File: src/rtl/wdisc_pkg.sv
package wdisc_pkg;
  typedef enum logic [1:0] {
    ST_IDLE   = 2'b00,
    ST_INSIDE = 2'b01,
    ST_OVER   = 2'b10,
    ST_HIT    = 2'b11
  } wd_state_e;

  // level code = {up, lo}
  typedef enum logic [1:0] {
    LV_BELOW  = 2'b00,
    LV_WINDOW = 2'b01,
    LV_BAD    = 2'b10,
    LV_ABOVE  = 2'b11
  } wd_level_e;
endpackage

File: src/rtl/wdisc_sync.sv
module wdisc_sync #(
  parameter int               WIDTH   = 2,
  parameter int               STAGES  = 2,
  parameter logic [WIDTH-1:0] RST_VAL = '0
) (
  input  logic             clk_i,
  input  logic             rst_ni,
  input  logic [WIDTH-1:0] d_i,
  output logic [WIDTH-1:0] q_o
);
  logic [STAGES-1:0][WIDTH-1:0] stg_q;

  always_ff @(posedge clk_i or negedge rst_ni) begin
    if (!rst_ni) begin
      for (int i = 0; i < STAGES; i++) stg_q[i] <= RST_VAL;
    end else begin
      stg_q[0] <= d_i;
      for (int i = 1; i < STAGES; i++) stg_q[i] <= stg_q[i-1];
    end
  end

  assign q_o = stg_q[STAGES-1];
endmodule

File: src/rtl/wdisc_hist.sv
module wdisc_hist
  import wdisc_pkg::*;
(
  input  logic      clk_i,
  input  logic      rst_ni,
  input  wd_level_e level_i,
  output logic      legal_o,
  output logic      above_last_o
);
  logic last_up_q;

  assign legal_o = (level_i != LV_BAD);

  // upper bit of the last legal code; reset pessimistically to "above"
  always_ff @(posedge clk_i or negedge rst_ni) begin
    if (!rst_ni)      last_up_q <= 1'b1;
    else if (legal_o) last_up_q <= level_i[1];
  end

  assign above_last_o = last_up_q;
endmodule

File: src/rtl/wdisc_fsm.sv
module wdisc_fsm
  import wdisc_pkg::*;
(
  input  logic      clk_i,
  input  logic      rst_ni,
  input  wd_level_e level_i,
  input  logic      legal_i,
  input  logic      above_last_i,
  output wd_state_e state_o
);
  wd_state_e state_q, state_d;

  always_comb begin
    state_d = state_q;
    if (legal_i) begin
      unique case (state_q)
        ST_IDLE: begin
          if (level_i == LV_ABOVE)       state_d = ST_OVER;
          else if (level_i == LV_WINDOW) state_d = above_last_i ? ST_OVER : ST_INSIDE;
        end
        ST_INSIDE: begin
          if (level_i == LV_BELOW)      state_d = ST_HIT;
          else if (level_i == LV_ABOVE) state_d = ST_IDLE; // single-bit step toward overshoot
        end
        ST_HIT: begin
          if (level_i == LV_WINDOW)     state_d = ST_INSIDE;
          else if (level_i == LV_ABOVE) state_d = ST_OVER;
        end
        ST_OVER: begin
          if (level_i == LV_BELOW)      state_d = ST_IDLE;
        end
        default: state_d = ST_OVER;
      endcase
    end
  end

  always_ff @(posedge clk_i or negedge rst_ni) begin
    if (!rst_ni) state_q <= ST_OVER;
    else         state_q <= state_d;
  end

  assign state_o = state_q;
endmodule

File: src/rtl/wdisc_top.sv
module wdisc_top
  import wdisc_pkg::*;
#(
  parameter int SYNC_STAGES = 2
) (
  input  logic       clk_i,
  input  logic       rst_ni,
  input  logic       up_i,
  input  logic       lo_i,
  output logic       hit_o,
  output logic [1:0] state_o
);
  localparam int LVL_W = 2;

  logic [LVL_W-1:0] lvl_sync;
  wd_level_e        level;
  logic             legal;
  logic             above_last;
  wd_state_e        state;

  wdisc_sync #(
    .WIDTH  (LVL_W),
    .STAGES (SYNC_STAGES),
    .RST_VAL(LVL_W'(LV_ABOVE))
  ) u_sync (
    .clk_i (clk_i),
    .rst_ni(rst_ni),
    .d_i   ({up_i, lo_i}),
    .q_o   (lvl_sync)
  );

  assign level = wd_level_e'(lvl_sync);

  wdisc_hist u_hist (
    .clk_i       (clk_i),
    .rst_ni      (rst_ni),
    .level_i     (level),
    .legal_o     (legal),
    .above_last_o(above_last)
  );

  wdisc_fsm u_fsm (
    .clk_i       (clk_i),
    .rst_ni      (rst_ni),
    .level_i     (level),
    .legal_i     (legal),
    .above_last_i(above_last),
    .state_o     (state)
  );

  assign state_o = state;
  assign hit_o   = state[1] & state[0];
endmodule

File: config.mk
export PLATFORM = sky130hd
export DESIGN_NAME = wdisc_top
export DESIGN_NICKNAME = d
export VERILOG_FILES = /design/src/rtl/wdisc_pkg.sv /design/src/rtl/wdisc_sync.sv /design/src/rtl/wdisc_hist.sv /design/src/rtl/wdisc_fsm.sv /design/src/rtl/wdisc_top.sv
export SDC_FILE = /design/constraint.sdc
export NUM_CORES = 1
export LEC_CHECK = 0
export CAP_MARGIN = 20
export CORE_AREA = 2 2 39 41
export DETAILED_ROUTE_END_ITERATION = 10
export DIE_AREA = 0 0 41 43
export GPL_TIMING_DRIVEN = 0
export SYNTH_ARGS = -nofsm -noshare
export SYNTH_HDL_FRONTEND = slang
export SYNTH_SLANG_ARGS = --single-unit
File: constraint.sdc
create_clock -name clk_i -period 1.7 [get_ports clk_i]
set_clock_uncertainty 0.2 [all_clocks]
set_input_delay 0.34 -clock clk_i [delete_from_list [all_inputs] [get_ports clk_i]]
set_output_delay 0.34 -clock clk_i [all_outputs]
set_load 0.05 [all_outputs]
==> results of run 1 <==
==> per-layer routing <==
metal  wire length (um)  vias up  track usage [%]
met5                  0        -                0
met4                  0        0            2.000
met3                 44        0            6.283
met1                156       80            5.667
li1                   -       80                -
met2                175        9            6.875
==> flip-flops by register name, summed over array words and instances, names as in the netlist <==
name and cells:
u_fsm.state_o 2, u_sync.q_o 2, u_sync.stg_q 2, u_hist.above_last_o 1
==> stage by stage <==
stage	cell area (um^2)	setup TNS (ns)	worst slack, ns	power [W]
6_report	342.8	0	0.05503	0.0004609
5_1_grt	342.8	0	0.008901	0.0004900
4_1_cts	342.8	0	0.04176	0.0004700
3_5_place_dp	322.8	-0.5359	-0.2893	0.0003241
3_3_place_gp	322.8	-0.5011	-0.2760	0.0003212
2_1_floorplan	242.7	0	0.1010	0.0002813
==> worst max-delay path: stages (launching register included) <==
cell                      delay [ns]
sky130_fd_sc_hd__dfstp_2        0.54
sky130_fd_sc_hd__and2_2         0.13
sky130_fd_sc_hd__buf_4          0.18
==> cell families after synthesis <==
group,synth area share (%)
buffers and inverters,1.553
AND/OR/NAND/NOR,9.848
flip-flops,75.65
AO/OA/AOI/OAI,12.95
==> cell type report <==
class / instances / area share (%)
clock buffers: 4 / 7.664
repair buffers: 6 / 15.69
inverters: 1 / 1.095
well taps: 16 / 5.839
multi-input cells: 10 / 16.42
flip-flops and latches: 7 / 53.28
==> worst max-delay path by stage <==
stage               slack [ns]              from     to  cells after the start
floorplan                 0.10  u_fsm.state_o[0]  hit_o                      1
global placement         -0.28  u_fsm.state_o[1]  hit_o                      2
detailed placement       -0.29  u_fsm.state_o[1]  hit_o                      2
CTS                       0.04  u_fsm.state_o[1]  hit_o                      2
global route             0.009  u_fsm.state_o[1]  hit_o                      2
finish                    0.06  u_fsm.state_o[1]  hit_o                      2
==> report_power, final <==
part	leakage [nW]	switching [W]	internal (W)	total, W
Clock	0.0150	0.0000579	0.0000894	0.000147
Sequential	0.0756	0.0000166	0.000193	0.000209
Combinational	0.0481	0.0000701	0.0000342	0.000104
Total	0.139	0.000145	0.000316	0.000461
==> placed cells by master, fill, tap and decap left out, types with 2 or more instances in the layout <==
cell and n:
sky130_fd_sc_hd__dfstp_2 6, sky130_fd_sc_hd__clkbuf_4 3, sky130_fd_sc_hd__clkdlybuf4s50_1 3, sky130_fd_sc_hd__nor2_1 2
sky130_fd_sc_hd__a21oi_1 2
==> parameters.txt, run 1 <==
Parameter                              Value

Logic synthesis
  Area leader, netlist ... sky130_fd_sc_hd__dfstp_2
  Net count of the mapped netlist ... 22
  FF+latch count, synth ... 7
  Number of synthesized flops with an enable pin ... 0
  Synth cell count leaders ... sky130_fd_sc_hd__dfstp_2, sky130_fd_sc_hd__a21oi_1, sky130_fd_sc_hd__nor2_1
  Async set-reset flop share out of synthesis ... 100.0%
  Top-area cell type share of the netlist area ... about 65%
  Post-synthesis cell type count ... 11
  Number of instances in the synthesized netlist ... 18
  Average instance area after synthesis ... 13.42 um^2
  Most numerous cell in the Yosys netlist ... sky130_fd_sc_hd__dfstp_2
  Most used flip-flop cell after synthesis ... sky130_fd_sc_hd__dfstp_2
  Total number of yosys warnings ... 0
  Cell area after technology mapping ... around 240 um^2
  Sequential-to-total area share from yosys stat ... between 70% and 80%
  Top post-synthesis cells by area ... sky130_fd_sc_hd__dfstp_2, sky130_fd_sc_hd__dfrtp_1, sky130_fd_sc_hd__a21oi_1

Floorplanning
  Starting density of the core ... ~17%
  Vertical die dimension ... between 40 and 50 um
  Die Span X ... about 41 um
  Row count ... 14
  Io pins ... 7
  Core Region ... between 1000 and 1500 um^2
  Overall die area ... approximately 1800 um^2

GRT
  Overall Global Routing Usage ... roughly 5.5%
  Total overflow reported by the global router ... 0
  Largest net degree at the start of global routing ... 8
  Initial antenna violation count ... 0
  Global-route wire length before repair ... roughly 580 um
  Number of global-route vias before repair ... around 150

Setup path
  Data required, critical path ... approximately 1.2 ns
  Maximum fanout along the worst path ... 4
  Launch instance of the worst register-to-register path ... u_sync.q_o[0]
  R2r setup slk ... 0.53 ns
  Destination of the worst register-to-register timing path ... u_fsm.state_o[1]
  CP startpoint kind ... flop
  Critical setup path kind ... reg2out
  Kind of end point of the critical path ... primary output
  Worst-case reg-to-reg path depth ... 2
  Arrival time of data at the critical path endpoint ... roughly 1.1 ns

Clock network
  Inserted Clock Buffers ... 3
  Post-CTS Setup Bufs ... 0
  TritonCTS clock tree ... yes
  Root buffer cell ... sky130_fd_sc_hd__clkbuf_4
  Clock transition time at the flip-flop clock pins of the worst setup and hold paths ... 0.05 ns
  Clock sink count ... 7
  Maximum clock path buffer count ... 2
  H-tree depth ... 1
  Cts-stage hold buffer count ... 0
  Later-pin clock latency in the skew report ... 0.25 ns
  Resize count post-CTS ... 14

Timing
  Final worst-path cycle share ... between 90% and 100%
  Number of endpoints failing setup at the final stage ... 0
  Final hold violation count ... 0
  Slew at the pin closest to its max-slew limit ... about 0.3 ns
  Pins Over Slew Limit ... 0
  Headroom to the max-slew limit ... between 70% and 80%
  Worst hold margin ... approximately 0.14 ns
  Min Tclk post-route ... between 1.5 and 2 ns
  Maximum clock frequency ... around 0.61 GHz
  Setup repair after global routing missed its margin ... no

Detailed routing
  Detailed-route DRC error count ... 0
  Final Routed Wirelength ... 376 um
  Routed len/inst ... 8.545 um
  Avg Vias per Cell ... roughly 3.8
  Violation count after the first detailed-routing iteration ... 4
  TritonRoute pass-1 iters ... 4
  Number of vias after detailed routing ... 169
  Antenna-violating nets left ... 0

Place
  Final weighted congestion of routability-driven global placement ... between 0.5 and 0.6
  Port buffer count ... 6
  Placed Cells ... 40

Cells and area
  Area growth from synthesis to layout ... 41.97%
  Multi-input combinational cell area ... roughly 56 um^2
  Area occupied by registers ... approximately 180 um^2
  Number of fill cells ... ~150
  Core utilization of the finished layout ... approximately 25%
  Fraction of layout instances using a drive strength above 1 ... approximately 50%
  Layout Nets ... 33
  Diode count ... 0
  Non-filler instance count after layout ... between 40 and 50

Power
  Static Leak ... 0.1387 nW
  Maximum vdd ir drop ... between 500 and 600 uV
  Ratio of total power to cell area ... approximately 1300 nW/um^2

Outcome
  Status ... finished clean

Flow run
  Max cap viols ... 0

Min path
  Min-Delay Path Class ... in2async
(Power assumes the default switching activity.)
==> run 2, diff against run 1 <==
- CTS_CLUSTER_DIAMETER: not set -> 100
==> results of run 2 <==
Final layout, timing and power as in run 1 (identical DEF).
